<file path="src/rtl/pinctl_pkg.sv">
package pinctl_pkg;
   localparam int DBC_W  = 3;
   localparam int TSP_W  = 3;
   localparam int TLP_W  = 3;
   localparam int TACK_W = 2;
   localparam int MODE_W = 2;

   // bit positions in the configuration word
   localparam int DBC_LSB  = 0;
   localparam int TSP_LSB  = 4;
   localparam int TLP_LSB  = 8;
   localparam int TACK_LSB = 12;
   localparam int MODE_LSB = 16;
   localparam int PIN_BIT  = 18;
   localparam int CFG_MSB  = PIN_BIT;

   localparam logic [MODE_W-1:0] MODE_LEVEL  = 2'b00;
   localparam logic [MODE_W-1:0] MODE_IRQ    = 2'b01;
   localparam logic [MODE_W-1:0] MODE_PULSED = 2'b11;

   typedef struct packed {
      logic [MODE_W-1:0] mode;
      logic [TACK_W-1:0] tack;
      logic [TLP_W-1:0]  tlp;
      logic [TSP_W-1:0]  tsp;
      logic [DBC_W-1:0]  dbc;
   } cfg_t;
endpackage

</file>
<file path="src/rtl/pinctl_cfg_reg.sv">
module pinctl_cfg_reg
   import pinctl_pkg::*;
#(
   parameter logic [DBC_W-1:0] DBC_RST = 3'b001
) (
   input  logic clk,
   input  logic rst_n,
   input  logic wr_en,
   input  cfg_t wr_cfg,
   input  logic force_rst,
   output cfg_t cfg_o,
   output logic arm_o
);
   cfg_t cfg_q;
   logic lock_q;
   logic arm_q;

   always_ff @(posedge clk or negedge rst_n) begin
      if (!rst_n) begin
         cfg_q     <= '0;
         cfg_q.dbc <= DBC_RST;
         lock_q    <= 1'b0;
         arm_q     <= 1'b0;
      end else if (force_rst) begin
         cfg_q     <= '0;
         cfg_q.dbc <= DBC_RST;
         lock_q    <= 1'b0;
         arm_q     <= 1'b0;
      end else begin
         arm_q <= 1'b0;
         if (wr_en) begin
            cfg_q.dbc  <= wr_cfg.dbc;
            cfg_q.tsp  <= wr_cfg.tsp;
            cfg_q.tlp  <= wr_cfg.tlp;
            cfg_q.tack <= wr_cfg.tack;
            if (!lock_q) begin
               cfg_q.mode <= wr_cfg.mode;
               if (wr_cfg.mode[1]) begin
                  lock_q <= 1'b1;
                  arm_q  <= 1'b1;
               end
            end
         end
      end
   end

   always_comb begin
      cfg_o = cfg_q;
      if (lock_q) cfg_o.mode = MODE_PULSED;
   end
   assign arm_o = arm_q;

   // the arming pulse lasts a single cycle
   a_r4_arm_single: assert property (@(posedge clk) disable iff (!rst_n)
      arm_q |=> !arm_q);
   // a locked mode holds across any write unless a forced reset occurs
   a_r5_lock_holds: assert property (@(posedge clk) disable iff (!rst_n)
      (cfg_o.mode == MODE_PULSED && !force_rst) |=> cfg_o.mode == MODE_PULSED);
   // a forced reset restores the reset configuration
   a_r9_force_restores: assert property (@(posedge clk) disable iff (!rst_n)
      force_rst |=> (cfg_o.mode == MODE_LEVEL && cfg_o.dbc == DBC_RST && !arm_q));
endmodule

</file>
<file path="src/rtl/pinctl_flag_bank.sv">
module pinctl_flag_bank #(
   parameter int NUM_FLAGS = 2
) (
   input  logic                 clk,
   input  logic                 rst_n,
   input  logic [NUM_FLAGS-1:0] set_i,
   input  logic [NUM_FLAGS-1:0] clr_i,
   output logic [NUM_FLAGS-1:0] flag_o
);
   for (genvar g = 0; g < NUM_FLAGS; g++) begin : g_flag
      logic flag_q;
      always_ff @(posedge clk or negedge rst_n) begin
         if (!rst_n)        flag_q <= 1'b0;
         else if (set_i[g]) flag_q <= 1'b1;   // set has priority
         else if (clr_i[g]) flag_q <= 1'b0;
      end
      assign flag_o[g] = flag_q;

      // a set request leaves the flag set
      a_r6_set_sticks: assert property (@(posedge clk) disable iff (!rst_n)
         set_i[g] |=> flag_q);
      // a collision of set and clear resolves to set
      a_r7_set_wins: assert property (@(posedge clk) disable iff (!rst_n)
         (set_i[g] && clr_i[g]) |=> flag_q);
      // a clear without a set empties the flag
      a_r6_clear_alone: assert property (@(posedge clk) disable iff (!rst_n)
         (clr_i[g] && !set_i[g]) |=> !flag_q);
   end
endmodule

</file>
<file path="src/rtl/pinctl_regs.sv">
module pinctl_regs
   import pinctl_pkg::*;
#(
   parameter int                ADDR_W   = 8,
   parameter int                DATA_W   = 32,
   parameter logic [ADDR_W-1:0] CFG_OFS  = 8'h50,
   parameter logic [ADDR_W-1:0] STAT_OFS = 8'h54,
   parameter logic [2:0]        DBC_RST  = 3'b001
) (
   input  logic              clk,
   input  logic              rst_n,
   input  logic              req_valid,
   input  logic              req_write,
   input  logic [ADDR_W-1:0] req_addr,
   input  logic [DATA_W-1:0] req_wdata,
   output logic [DATA_W-1:0] rsp_rdata,
   input  logic              pin_level_i,
   input  logic              sp_set_i,
   input  logic              lp_set_i,
   input  logic              force_rst_i,
   output logic [1:0]        mode_o,
   output logic [2:0]        dbc_code_o,
   output logic [2:0]        tsp_code_o,
   output logic [2:0]        tlp_code_o,
   output logic [1:0]        tack_code_o,
   output logic              pulse_arm_o,
   output logic              sp_clr_o,
   output logic              lp_clr_o,
   output logic              irq_o
);
   localparam int NUM_FLAGS = 2;

   if (DATA_W <= CFG_MSB) begin : g_bad_width
      $error("pinctl_regs: DATA_W too small for the configuration word");
   end
   if (CFG_OFS == STAT_OFS) begin : g_bad_map
      $error("pinctl_regs: offsets must differ");
   end

   logic hit_cfg, hit_stat, wr_cfg, wr_stat;
   logic wdata_unused;
   assign hit_cfg  = req_valid && (req_addr == CFG_OFS);
   assign hit_stat = req_valid && (req_addr == STAT_OFS);
   assign wr_cfg   = hit_cfg  && req_write;
   assign wr_stat  = hit_stat && req_write;
   assign wdata_unused = ^req_wdata;

   cfg_t wcfg, cfg;
   always_comb begin
      wcfg.dbc  = req_wdata[DBC_LSB  +: DBC_W];
      wcfg.tsp  = req_wdata[TSP_LSB  +: TSP_W];
      wcfg.tlp  = req_wdata[TLP_LSB  +: TLP_W];
      wcfg.tack = req_wdata[TACK_LSB +: TACK_W];
      wcfg.mode = req_wdata[MODE_LSB +: MODE_W];
   end

   pinctl_cfg_reg #(.DBC_RST(DBC_RST)) u_cfg (
      .clk       (clk),
      .rst_n     (rst_n),
      .wr_en     (wr_cfg),
      .wr_cfg    (wcfg),
      .force_rst (force_rst_i),
      .cfg_o     (cfg),
      .arm_o     (pulse_arm_o)
   );

   logic [NUM_FLAGS-1:0] set_v, clr_v, flags;
   assign set_v = {lp_set_i, sp_set_i};
   assign clr_v = wr_stat ? req_wdata[NUM_FLAGS-1:0] : '0;

   pinctl_flag_bank #(.NUM_FLAGS(NUM_FLAGS)) u_flags (
      .clk    (clk),
      .rst_n  (rst_n),
      .set_i  (set_v),
      .clr_i  (clr_v),
      .flag_o (flags)
   );

   assign sp_clr_o    = clr_v[0];
   assign lp_clr_o    = clr_v[1];
   assign irq_o       = |flags;
   assign mode_o      = cfg.mode;
   assign dbc_code_o  = cfg.dbc;
   assign tsp_code_o  = cfg.tsp;
   assign tlp_code_o  = cfg.tlp;
   assign tack_code_o = cfg.tack;

   always_comb begin
      rsp_rdata = '0;
      if (hit_cfg && !req_write) begin
         rsp_rdata[DBC_LSB  +: DBC_W]  = cfg.dbc;
         rsp_rdata[TSP_LSB  +: TSP_W]  = cfg.tsp;
         rsp_rdata[TLP_LSB  +: TLP_W]  = cfg.tlp;
         rsp_rdata[TACK_LSB +: TACK_W] = cfg.tack;
         rsp_rdata[MODE_LSB +: MODE_W] = cfg.mode;
         rsp_rdata[PIN_BIT]            = pin_level_i;
      end else if (hit_stat && !req_write) begin
         rsp_rdata[NUM_FLAGS-1:0] = flags;
      end
   end

   // interrupt follows the flag state across edges
   a_r8_irq_after_set: assert property (@(posedge clk) disable iff (!rst_n)
      (sp_set_i || lp_set_i) |=> irq_o);
   // a write elsewhere leaves the configuration unchanged
   a_r10_stray_write: assert property (@(posedge clk) disable iff (!rst_n)
      (req_valid && req_write && !hit_cfg && !force_rst_i) |=> $stable({dbc_code_o, tsp_code_o, tlp_code_o, tack_code_o}));
endmodule

</file>
<file path="config.mk">
export PLATFORM = sky130hd
export DESIGN_NAME = pinctl_regs
export DESIGN_NICKNAME = d
export VERILOG_FILES = /design/src/rtl/pinctl_pkg.sv /design/src/rtl/pinctl_cfg_reg.sv /design/src/rtl/pinctl_flag_bank.sv /design/src/rtl/pinctl_regs.sv
export SDC_FILE = /design/constraint.sdc
export NUM_CORES = 1
export LEC_CHECK = 0
export ABC_CLOCK_PERIOD_IN_PS = 2150
export BUFFER_PORTS_ARGS = -buffer_cell sky130_fd_sc_hd__clkbuf_2
export CORE_MARGIN = 2
export CORE_UTILIZATION = 40
export CTS_CLUSTER_DIAMETER = 80
export DETAILED_ROUTE_END_ITERATION = 10
export MAX_ROUTING_LAYER = met4
export PLACE_DENSITY = 0.83
export REMOVE_ABC_BUFFERS = 1
export SLEW_MARGIN = 20
export SYNTH_ARGS = -nofsm -noshare
export SYNTH_HDL_FRONTEND = slang
export SYNTH_SLANG_ARGS = --single-unit
</file>
<file path="constraint.sdc">
create_clock -name clk -period 2.15 [get_ports clk]
set_input_delay 0.1075 -clock clk [delete_from_list [all_inputs] [get_ports clk]]
set_output_delay 0.1075 -clock clk [all_outputs]
set_load 0.1 [all_outputs]
</file>
* Word-level counts from Yosys, hierarchy flattened
Index checks and enable logic that the tools add are counted.
Operators by class: reduce and logical (&&, ||, !) cells 12, equal/unequal tests 3, mux-type cells 23
Operator list (number):
- two-way mux 13 bit | 2
- == test 8 x 7 -> 1 bit, second input constant | 2
- two-way mux 1 bit | 12
- two-way mux 2 bit | 6
- two-way mux 3 bit | 3
- logical AND 1 bit | 6
- nonzero test 2 bit | 3
- != test 2 bit, second input constant | 1
- AND reduction 2 bit | 1
- OR reduction 2 bit | 1
- logical NOT 1 bit | 1
Word-level totals: register bits 17, bits of input ports 48

* Depth between registers and ports, before layout
Gate-level depths: netlist of the first run.
depth after elaboration 6, mapped depth 4, depth with buffers taken out 3

* Cells and area by module
A second synthesis of the first run with hierarchy kept.
Unflattened totals: cell total of the unflattened synthesis 135, area, all modules 1277.5 um^2
By module, submodules not included:
- pinctl_cfg_reg | area each 732.0 um^2, sequential area each 376.6 um^2, times used 1, cells an instance 64
- pinctl_regs | area each 457.9 um^2, sequential area each 0.0 um^2, times used 1, cells an instance 63
- pinctl_flag_bank | area each 87.6 um^2, sequential area each 50.0 um^2, times used 1, cells an instance 8

* Worst setup path after synthesis of the first run
No wires, ideal clock.
path kind input to output, from input req_addr[3], to output rsp_rdata[0], required time 2.043 ns, stages 3, setup slack -1.002 ns, arrival time 3.045 ns, buffers on the path 0, path through or4b_4 > or2_2 > nor3_1
On the way: word-level cells in the longest chain between the ends 5
RTL lines:
- from (decl) | RTL line pinctl_regs.sv:14 | input logic [ADDR_W-1:0] req_addr,
- == test 8 x 7 -> 1 bit | RTL line pinctl_regs.sv:43 | assign hit_stat = req_valid && (req_addr == STAT_OFS);
- logical AND 1 bit | RTL line pinctl_regs.sv:43
- logical AND 1 bit | RTL line pinctl_regs.sv:97 | end else if (hit_stat && !req_write) begin
- two-way mux 2 bit | RTL line pinctl_regs.sv:97
- two-way mux 2 bit (*) | RTL line pinctl_regs.sv:90 | if (hit_cfg && !req_write) begin
- to (decl) | RTL line pinctl_regs.sv:16 | output logic [DATA_W-1:0] rsp_rdata,
Mark *: on every way between the ends. The rest lies on a longest branch, timed or not.

* Final worst setup path of the first run
from input req_addr[3], to output rsp_rdata[1]
The elaborated chain is that of the path after synthesis.

==> results of run 1 <==
## cell usage in the layout, fill, tap and decap left out, drive strengths merged
| master | count |
|---|---|
| a22o | 1 |
| a31oi | 2 |
| and2 | 14 |
| buf | 18 |
| clkbuf | 47 |
| conb | 18 |
| dfrtp | 16 |
| dfstp | 1 |
| dlygate4sd3 | 1 |
| inv | 4 |
| mux2i | 15 |
| nand2 | 24 |
| nand2b | 2 |
| nand4bb | 1 |
| nor2 | 4 |
| nor3 | 4 |
| nor4 | 2 |
| or2 | 4 |
| or4 | 1 |
| or4b | 1 |
## how the worst max path moves through the flow
stage | start | endpoint | slack (ps) | cells after the start
after floorplan | u_cfg.cfg_o[1] | rsp_rdata[1] | -1090 | 2
after global placement | req_addr[3] | rsp_rdata[0] | 420 | 5
after detailed placement | req_addr[3] | rsp_rdata[1] | 400 | 5
after CTS | req_addr[3] | rsp_rdata[1] | 400 | 5
after global routing | req_addr[3] | rsp_rdata[1] | 290 | 5
final | req_addr[3] | rsp_rdata[1] | 390 | 5
## state kept, by name, indices dropped and copies added (netlist names)
signal,count
u_cfg.cfg_o,11
u_cfg.cfg_q,2
u_flags.g_flag.flag_q,2
u_cfg.arm_o,1
u_cfg.lock_q,1
## layout make-up
type                       instances  area [um^2]  share of cell area
timing repair buffer              62        560.5              0.3467
clock buffer                       4        26.28             0.01625
tap                               31        38.79             0.02399
inverter                           4        15.01            0.009288
multi-input combinational         93        549.3              0.3398
sequential                        17        426.7              0.2639
## metrics by stage
step	setup TNS (ps)	worst slack, ps	total power, mW
after floorplan	-3151	-1087	0.4825
after global placement	0	422.9	0.5204
after detailed placement	0	398.8	0.5235
after CTS	0	397.5	0.7065
after global routing	0	290.9	0.7257
final	0	385.8	0.6941
## critical path: stages
cell and delay, ps:
clkbuf_2 90, or4b_4 570, or2_2 330, nor3_1 330, buf_12 220
## timing repair
action	in CTS	in global routing
gates resized for setup	0	0
setup endpoints to repair	0	0
hold endpoints to repair	16	0
hold buffers	1	0
## cells in the mapped netlist
| master | number | area [um^2] |
|---|---|---|
| a22o_1 | 1 | 8.760 |
| a31oi_1 | 2 | 12.51 |
| and2_1 | 14 | 87.58 |
| buf_4 | 30 | 225.2 |
| clkbuf_1 | 3 | 11.26 |
| conb_1 | 1 | 3.750 |
| dfrtp_1 | 16 | 400.4 |
| dfstp_2 | 1 | 26.28 |
| inv_1 | 4 | 15.01 |
| mux2i_1 | 15 | 150.1 |
| nand2_1 | 24 | 90.09 |
| nand2b_1 | 2 | 12.51 |
| nand4bb_1 | 1 | 11.26 |
| nor2_1 | 4 | 15.01 |
| nor3_1 | 3 | 15.01 |
| nor3_2 | 1 | 10.01 |
| nor4_1 | 2 | 12.51 |
| or2_2 | 4 | 25.02 |
| or4_4 | 1 | 11.26 |
| or4b_4 | 1 | 13.76 |
## per-layer routing
metal / up-vias / share of wire / wire, um
met1: 466 / 0.38 / 950
met5: - / 0 / 0
met2: 46 / 0.53 / 1306
met3: 3 / 0.075 / 184
li1: 474 / - / -
met4: 0 / 0.011 / 28
## power groups by stage
stage / combinational [mW] / sequential (mW) / clock (mW)
finish: 0.198 / 0.320 / 0.176
global route: 0.209 / 0.320 / 0.196
CTS: 0.199 / 0.320 / 0.187
detailed placement: 0.197 / 0.326 / 0
global placement: 0.194 / 0.326 / 0
floorplan: 0.155 / 0.327 / 0
## kinds of logic (layout without fill, tap and decap cells)
logic type,Yosys count,in the layout,synth area share
compound gates,3,3,0.01838
simple gates,57,57,0.2627
buf+inv,37,70,0.2173
flops,17,17,0.3686
other cells,1,18,0.003240
mux,15,15,0.1297
==> out/qor.yml, run 1 <==
cts_tree: "done"
finalSetupViolCount: 0
cp_data_required_time_ps: 2040
numCtsBuffers: 3
hold_class: "in -> reg"
ys_ff_latch: 17
drv_cap: 0
fin_skew_ps: 1.347
wl_per_cell_um: 11.70
hold-worst-slack_ps: 9.800
fp.dieH_um: 57.79
drt-total-wl_um: 2469
gp_congestion: 0.7210
nFillCells: 251
grt_first_pass_wirelength_um: 4333
use_met3: 0.02679
die_w_um: 57.79
status: "finished, final reports clean"
first_pass_iters: 4
core.rowCount: 19
timing_hold_violations_final: 0
grt_setup_unrepaired: "no"
reg2reg_depth: 2
end_kind: "output pin"
layout-drive-gt1-share: 0.4056
vias: 989
fmax_ghz: 0.5668
dp_hpwl_um: 2019
netlist_area_mm2: 0.001157
ys_seq_area_frac: 0.3686
grt.met2_usage: 0.2971
clkPwrFrac: 0.254
area_delta_synth_final_pct: 39.68
nNetsFinal: 229
min_period_ps: 1764
power_density_mw_per_mm2: 429.4
sequentialPowerShare: 0.461
worst_pin_slew_ps: 645.5
power_leakage_nw: 0.8152
post_cts_buffers: 0
relSlewSlack: 0.5692
antenna_cells: 0
clockBufferDepth: 2
pin_count: 97
final_core_util: 0.5862
cts.sinks: 17
grt_overflow: 0
grt_pass1_vias: 960
switchingPower_uw: 274.3
p_int_uw: 419.8
maxSlewViolCount: 0
track_usage: 0.1742
grt_max_degree: 25
drt_iter0_markers: 20
swShare: 0.3951
use_met1: 0.2093
dieArea_mm2: 0.003340
hold_path_depth: 2
rrSetupSlack_ps: 910
synth_cell_types: 20
path_class: "in -> out"
hold_path_end: "u_flags.g_flag[1].flag_q"
viasPerCell: 4.687
reg2reg_from: "u_cfg.lock_q"
htreeDepth: 1
root_buffer: "clkbuf_4"
reg2reg_to: "u_cfg.cfg_q[12]"
coreArea_mm2: 0.002758
antenna_found_initial: 0
initial_utilization: 0.4197
peakVddDrop_uv: 369.9
worstPathArrival_ps: 1660
fin_area_mm2: 0.001617
cp_max_fo: 5
dp.cells: 206
placed_area_mm2: 0.001580
startpoint_type: "input pin"
min_from: "req_wdata[1]"
clk_pin_slew_worst_paths_ps: 100
drc: 0
layoutNonFillerInstCount: 211
portBuffers: 59
synth.avg_cell_area_um2: 8.903
combPwrFrac: 0.285
period_share: 0.8206
synth_warnings: 0
ant_nets: 0
synthCells: 130
insertion_delay_ps: 290
top_usage_layer: "met2"
Power figures use the tool's default switching activity.
==> run 2: changes to the inputs <==
--- a/config.mk
+++ b/config.mk
@@ -5,14 +5,14 @@
 export SDC_FILE = /design/constraint.sdc
 export NUM_CORES = 1
 export LEC_CHECK = 0
-export ABC_CLOCK_PERIOD_IN_PS = 2150
+export ABC_CLOCK_PERIOD_IN_PS = 1580
 export BUFFER_PORTS_ARGS = -buffer_cell sky130_fd_sc_hd__clkbuf_2
 export CORE_MARGIN = 2
-export CORE_UTILIZATION = 40
+export CORE_UTILIZATION = 34
 export CTS_CLUSTER_DIAMETER = 80
 export DETAILED_ROUTE_END_ITERATION = 10
 export MAX_ROUTING_LAYER = met4
-export PLACE_DENSITY = 0.83
+export PLACE_DENSITY = 0.75
 export REMOVE_ABC_BUFFERS = 1
 export SLEW_MARGIN = 20
 export SYNTH_ARGS = -nofsm -noshare
==> constraint.sdc (replaced) <==
create_clock -name clk -period 1.58 [get_ports clk]
set_input_delay 0.079 -clock clk [delete_from_list [all_inputs] [get_ports clk]]
set_output_delay 0.079 -clock clk [all_outputs]
set_load 0.1 [all_outputs]
==> out/qor.yml, run 2 (synthesis gave the netlist of run 1 again) <==
end_kind: "output pin"  # unchanged
dp_hpwl_um: 2160  # was 2019 um
clkPwrFrac: 0.244  # was 0.254
power_leakage_nw: 0.8769  # was 0.8152 nW
regArea_um2: 426.7  # unchanged
grt_max_degree: 18  # was 25
combPwrFrac: 0.298  # was 0.285
slowest_stage: "or4b_4"  # unchanged
first_pass_iters: 3  # was 4
coreArea_mm2: 0.003311  # was 0.002758 mm^2
cp_max_fo: 5  # unchanged
grt_first_pass_wirelength_um: 4464  # was 4333 um
insertion_delay_ps: 280  # was 290 ps
root_buffer: "clkbuf_4"  # unchanged
numCtsBuffers: 3  # unchanged
pre_cts_slack_ps: -85.33  # was 398.8 ps
cts.sinks: 17  # unchanged
startpoint_type: "input pin"  # unchanged
path_class: "in -> out"  # unchanged
cp_top_family: "simple AND/OR/NAND/NOR gates"  # unchanged
p_int_uw: 580.8  # was 419.8 uW
drv_cap: 0  # unchanged
reg2reg_depth: 2  # unchanged
min_period_ps: 1568
cp_data_required_time_ps: 1500  # was 2040 ps
peakVddDrop_uv: 348.9  # was 369.9 uV
clockBufferDepth: 2  # unchanged
timing_hold_violations_final: 0  # unchanged
cts_tree: "done"  # unchanged
area_delta_synth_final_pct: 52.00  # was 39.68%
dieArea_mm2: 0.003887  # was 0.003340 mm^2
crit_cells: 6  # was 5
vias: 1004  # was 989
worst_pin_slew_ps: 545.1  # was 645.5 ps
drt-total-wl_um: 2680  # was 2469 um
final_common_cell: "clkbuf_2"  # unchanged
status: "finished, final reports clean"  # unchanged
power_density_mw_per_mm2: 541.1  # was 429.4 mW/mm^2
fin_skew_ps: 0.1989  # was 1.347 ps
cp.buffers_inverters: 3  # was 2
finalSetupViolCount: 0  # unchanged
multi_input_area_um2: 578.1  # was 549.3 um^2
gp_congestion: 0.7103  # was 0.7210
hold_class: "in -> reg"  # unchanged
grt_overflow: 0  # unchanged
switchingPower_uw: 371.0  # was 274.3 uW
cp_slowest_stage_delay_ps: 580  # was 570 ps
track_usage: 0.1482  # was 0.1742
worstPathArrival_ps: 1490  # was 1660 ps
fin_ws_ps: 11.98  # was 385.8 ps
relSlewSlack: 0.6382  # was 0.5692
nFillCells: 330  # was 251
fmax_ghz: 0.6377
final_cell_mix: "clkbuf_2, nand2_1, conb_1"  # unchanged
clk_pin_slew_worst_paths_ps: 100  # about the same
layout-drive-gt1-share: 0.4421  # was 0.4056
ant_nets: 0  # unchanged
post_cts_buffers: 0  # unchanged
wl_per_cell_um: 11.36  # was 11.70 um
grt_setup_unrepaired: "yes"  # was no
antenna_cells: 0  # unchanged
grt_pass1_vias: 956  # was 960
htreeDepth: 1  # unchanged
core.rowCount: 21  # was 19
swShare: 0.3898  # was 0.3951
period_share: 0.9924
largest_reg_flops: 11  # unchanged
drc: 0  # unchanged
drt_iter0_markers: 25  # was 20
antenna_found_initial: 0  # unchanged
crit_chain: "buf_6, or4b_4, or2_4, nor3_2, buf_4, buf_12"  # was clkbuf_2, or4b_4, or2_2, nor3_1, buf_12
viasPerCell: 4.254  # was 4.687
hold_path_depth: 3  # was 2
fp.dieH_um: 62.35  # was 57.79 um
initial_utilization: 0.3496  # was 0.4197
hold-worst-slack_ps: 9.764  # was 9.800 ps
portBuffers: 59  # unchanged
die_w_um: 62.35  # was 57.79 um
nNetsFinal: 239  # was 229
maxSlewViolCount: 0  # unchanged
pin_count: 97  # unchanged
sequentialPowerShare: 0.457  # was 0.461
-- run 2: changes by cell type in the layout (fill, tap and decap cells not counted), sizes merged --
cell	delta
buf	+7
clkbuf	-1
dlygate4sd3	+4
-- run 2: power by group through the flow --
stage               logic [mW]  clock network [mW]  registers, mW
finish                   0.284               0.233          0.435
global route             0.299               0.272          0.436
CTS                      0.277               0.247          0.435
detailed placement       0.271                   0          0.444
global placement         0.266                   0          0.444
floorplan                0.211                   0          0.445
-- run 2: layer usage --
| layer | global-route usage | vias to the layer above | wire (um) |
|---|---|---|---|
| li1 | - | 496 | - |
| met1 | 0.1667 | 465 | 1036 |
| met2 | 0.2582 | 39 | 1466 |
| met3 | 0.04529 | 4 | 144 |
| met4 | 0.03611 | 0 | 33 |
| met5 | - | - | 0 |
-- run 2: worst min-delay path: cells and delay by family --
| kind | cells | cell delay, ps |
|---|---|---|
| buffers and inverters | 1 | 80 |
| multiplexers | 1 | 60 |
| AND/OR/NAND/NOR | 1 | 50 |
-- run 2: timing repair --
item	in CTS	in global routing
hold endpoints to repair	18	2
hold buffers	3	2
gates resized for setup	5	4
pin swaps	0	1
endpoints found under the setup margin	5	16
-- run 2: final cells by class --
class / count / share of cell area
Sequential cell: 17 / 0.2425
Tap cell: 46 / 0.03272
Multi-Input combinational cell: 93 / 0.3286
Inverter: 4 / 0.008535
Timing Repair Buffer: 72 / 0.3727
Clock buffer: 4 / 0.01494
-- run 2: path summary, 6_finish.rpt --
check                           startpoint               to  slack [ps]
max reg2reg                   u_cfg.lock_q  u_cfg.cfg_q[12]         320
min reg2reg                u_cfg.cfg_q[11]  u_cfg.cfg_q[11]         530
max                            req_addr[3]     rsp_rdata[0]          10
min in group asynchronous            rst_n   u_cfg.cfg_o[5]         250
min                           req_wdata[2]   u_cfg.cfg_o[2]          10
max in group asynchronous            rst_n   u_cfg.cfg_o[0]        1000
-- run 2: per-stage QoR --
step,total power [mW],instance area (um^2),utilization,cells,TNS [ps]
final,0.9518,1759,0.5314,236,0
after global placement,0.7100,1644,0.4966,227,-111.8
after detailed placement,0.7146,1644,0.4966,227,-165.5
after CTS,0.9604,1715,0.5181,234,0
after floorplan,0.6565,984.7,-,114,-12100
after global routing,1.007,1759,0.5314,236,-410.8
==> run 3: changes to the inputs <==
--- a/config.mk
+++ b/config.mk
@@ -8,13 +8,15 @@
 export ABC_CLOCK_PERIOD_IN_PS = 1580
 export BUFFER_PORTS_ARGS = -buffer_cell sky130_fd_sc_hd__clkbuf_2
 export CORE_MARGIN = 2
-export CORE_UTILIZATION = 34
+export CORE_UTILIZATION = 36
 export CTS_CLUSTER_DIAMETER = 80
 export DETAILED_ROUTE_END_ITERATION = 10
 export MAX_ROUTING_LAYER = met4
-export PLACE_DENSITY = 0.75
+export PLACE_DENSITY = 0.76
+export RECOVER_POWER = 100
 export REMOVE_ABC_BUFFERS = 1
 export SLEW_MARGIN = 20
 export SYNTH_ARGS = -nofsm -noshare
 export SYNTH_HDL_FRONTEND = slang
+export SYNTH_HIERARCHICAL = 1
 export SYNTH_SLANG_ARGS = --single-unit
==> out/qor.yml, run 3 <==
status: "finished with violations"  # was finished, final reports clean
violations: "setup timing"
first_pass_iters: 4  # was 3
final_cell_mix: "clkbuf_2, conb_1, buf_12, buf_4"  # was clkbuf_2, nand2_1, conb_1
worstPathArrival_ps: 1520  # was 1490 ps
nNetsFinal: 248  # was 239
synth_warnings: 6  # was 0
worst_pin_slew_ps: 901.2  # was 545.1 ps
cp_data_required_time_ps: 1500  # about the same
maxSlewViolCount: 0  # unchanged
drc: 0  # unchanged
timing_hold_violations_final: 0  # unchanged
grt_max_degree: 18  # unchanged
timing.setup.tns_ps: -69.46  # was 0 ps
grt_first_pass_wirelength_um: 5009  # was 4464 um
min_from: "req_wdata[0]"  # was req_wdata[2]
fmax_ghz: 0.6251  # was 0.6377 GHz
relSlewSlack: 0.3992  # was 0.6382
crit_chain: "clkbuf_2, or4b_4, clkbuf_16, nor4_2, buf_12"  # was buf_6, or4b_4, or2_4, nor3_2, buf_4, buf_12
root_buffer: "clkbuf_4"  # unchanged
area_delta_synth_final_pct: 55.93  # was 52.00%
fin_skew_ps: 0.2815  # was 0.1989 ps
peakVddDrop_uv: 455.6  # was 348.9 uV
synth_most_common_cell: "buf_4"  # unchanged
hold_path_end: "u_cfg/cfg_o[0]"  # was u_cfg.cfg_o[2]
power_leakage_nw: 0.9305  # was 0.8769 nW
finalSetupViolCount: 6  # was 0
grt_setup_unrepaired: "yes"  # unchanged
synth.top_cells.by_area: "dfrtp_1, buf_4, mux2i_1, nor4_2, inv_1"  # was dfrtp_1, buf_4, mux2i_1, nand2_1, and2_1
startpoint_type: "input pin"  # unchanged
gp_congestion: 0.7907  # was 0.7103
final_common_cell: "clkbuf_2"  # unchanged
regArea_um2: 426.7  # unchanged
vias: 1088  # was 1004
synth.avg_cell_area_um2: 9.463  # was 8.903 um^2
synth_cell_types: 29  # was 20
power_density_mw_per_mm2: 484.7  # was 541.1 mW/mm^2
fin_area_mm2: 0.001992  # was 0.001759 mm^2
slowest_stage: "or4b_4"  # unchanged
core.rowCount: 21  # unchanged
clk_pin_slew_worst_paths_ps: 100  # about the same
antenna_cells: 0  # unchanged
viasPerCell: 4.441  # was 4.254
hold_class: "in -> reg"  # unchanged
synth_top_area_share: 0.3134  # was 0.3459
hold_path_depth: 2  # was 3
die_w_um: 63.57  # was 62.35 um
layout-drive-gt1-share: 0.5276  # was 0.4421
htreeDepth: 1  # unchanged
finalPower_uw: 965.6  # was 951.8 uW
yosys.area.top_type: "dfrtp_1"  # unchanged
cts_tree: "done"  # unchanged
end_kind: "output pin"  # unchanged
largest_reg_flops: 11  # unchanged
cp.buffers_inverters: 3  # unchanged
cp_slowest_stage_delay_ps: 580  # about the same
antenna_found_initial: 0  # unchanged
ant_nets: 0  # unchanged
min_period_ps: 1600  # was 1568 ps
pin_count: 97  # unchanged
grt_overflow: 0  # unchanged
track_usage: 0.1628  # was 0.1482
period_share: 1.013  # was 0.9924
cp_top_family: "simple AND/OR/NAND/NOR gates"  # unchanged
reg2reg_from: "u_cfg/lock_q"  # was u_cfg.lock_q
multi_input_area_um2: 656.9  # was 578.1 um^2
placed_area_mm2: 0.001770  # was 0.001644 mm^2
dieArea_mm2: 0.004041  # was 0.003887 mm^2
coreArea_mm2: 0.003363  # was 0.003311 mm^2
fin_ws_ps: -19.84  # was 11.98 ps
nFillCells: 300  # was 330
crit_cells: 5  # was 6
synth_commonest_cells: "buf_4, dfrtp_1, inv_1"  # was buf_4, nand2_1, dfrtp_1
netlist_area_mm2: 0.001277  # was 0.001157 mm^2
portBuffers: 59  # unchanged
dp_hpwl_um: 2260  # was 2160 um
ys.flop_type: "dfrtp_1"  # unchanged
ys_seq_area_frac: 0.3340  # was 0.3686
cp_max_fo: 8  # was 5
cts.sinks: 17  # unchanged
numCtsBuffers: 3  # unchanged
synth_edf_count: 0  # unchanged
fp.dieH_um: 63.57  # was 62.35 um
reg2reg_to: "u_cfg/cfg_q[12]"  # was u_cfg.cfg_q[12]
drt-total-wl_um: 3209  # was 2680 um
async_flop_share: 1.000  # unchanged
hold-worst-slack_ps: 18.44  # was 9.764 ps
reg2reg_depth: 3  # was 2
pre_cts_slack_ps: -145.1  # was -85.33 ps
drt_iter0_markers: 38  # was 25
drv_cap: 0  # unchanged
ys_ff_latch: 17  # unchanged
rrSetupSlack_ps: 570  # was 320 ps
insertion_delay_ps: 280  # about the same
synthCells: 135  # was 130
clockBufferDepth: 2  # unchanged
grt_pass1_vias: 1056  # was 956
initial_utilization: 0.3798  # was 0.3496
wl_per_cell_um: 13.10  # was 11.36 um
path_class: "in -> out"  # unchanged
[run 3: cell count changes after synthesis, sizes merged, moves of 2 or more]
cell / before / now
a31oi: 2 / 0
mux2i: 15 / 12
and2: 14 / 0
inv: 4 / 16
nor2: 4 / 12
nor4: 2 / 15
nor2b: 0 / 2
buf: 30 / 38
a21o: 0 / 2
nor3: 4 / 2
nand3: 0 / 2
nand2: 24 / 1
[run 3: cell type report]
cell class / instances / share of cell area
inverter: 16 / 0.03015
multi-input combinational: 79 / 0.3298
sequential: 17 / 0.2142
clock buffer: 4 / 0.01319
tap: 46 / 0.02889
timing repair buffer: 83 / 0.3838
[run 3: how the worst max path moves through the flow]
stage | startpoint | endpoint
2_1_floorplan | u_cfg/cfg_o[8] | rsp_rdata[10]
3_5_place_dp | req_addr[7] | u_cfg/cfg_q[12]
5_1_grt | u_cfg/lock_q | rsp_rdata[16]
3_3_place_gp | req_addr[7] | u_cfg/cfg_q[12]
4_1_cts | req_addr[7] | rsp_rdata[16]
6_report | req_addr[0] | rsp_rdata[8]
[run 3: cells by family (layout without fill, tap and decap cells)]
family / after synthesis / after routing / share of synthesized area
AO/OA/AOI/OAI: 6 / 6 / 0.03917
buffers and inverters: 56 / 103 / 0.2919
flip-flops: 17 / 17 / 0.3340
multiplexers: 12 / 12 / 0.09403
other: 1 / 18 / 0.002935
AND/OR/NAND/NOR: 43 / 43 / 0.2380
[run 3: worst register-to-register path, cell delays in order, from the launching register on]
cell and delay (ps):
dfrtp_1 430, buf_4 150, or2_1 220, o32ai_2 120
[run 3: where the power goes]
group          switching (mW)  internal (mW)
sequential           0.000225          0.435
clock                   0.134         0.0982
combinational           0.251         0.0468
total                   0.385          0.580
[run 3: per-stage QoR]
| step | std cells | utilization |
|---|---|---|
| after floorplan | 112 | - |
| after global placement | 234 | 0.5264 |
| after detailed placement | 234 | 0.5264 |
| after CTS | 241 | 0.5569 |
| after global routing | 245 | 0.5923 |
| final | 245 | 0.5923 |
[run 3: timing repair]
| item | CTS | global route |
|---|---|---|
| gates resized for setup | 9 | 10 |
| endpoints found under the setup margin | 16 | 16 |
| hold buffers | 3 | 0 |
| cloned | 0 | 1 |
| hold endpoints to repair | 18 | 0 |
| setup buffers | 0 | 3 |
| pin swaps | 0 | 4 |
[run 3: per-layer routing]
metal / vias to the layer above / GRT usage / wire, um
li1: 523 / - / -
met1: 499 / 0.1804 / 1249
met2: 53 / 0.2697 / 1597
met3: 13 / 0.04286 / 245
met4: 0 / 0.08152 / 117
met5: - / - / 0
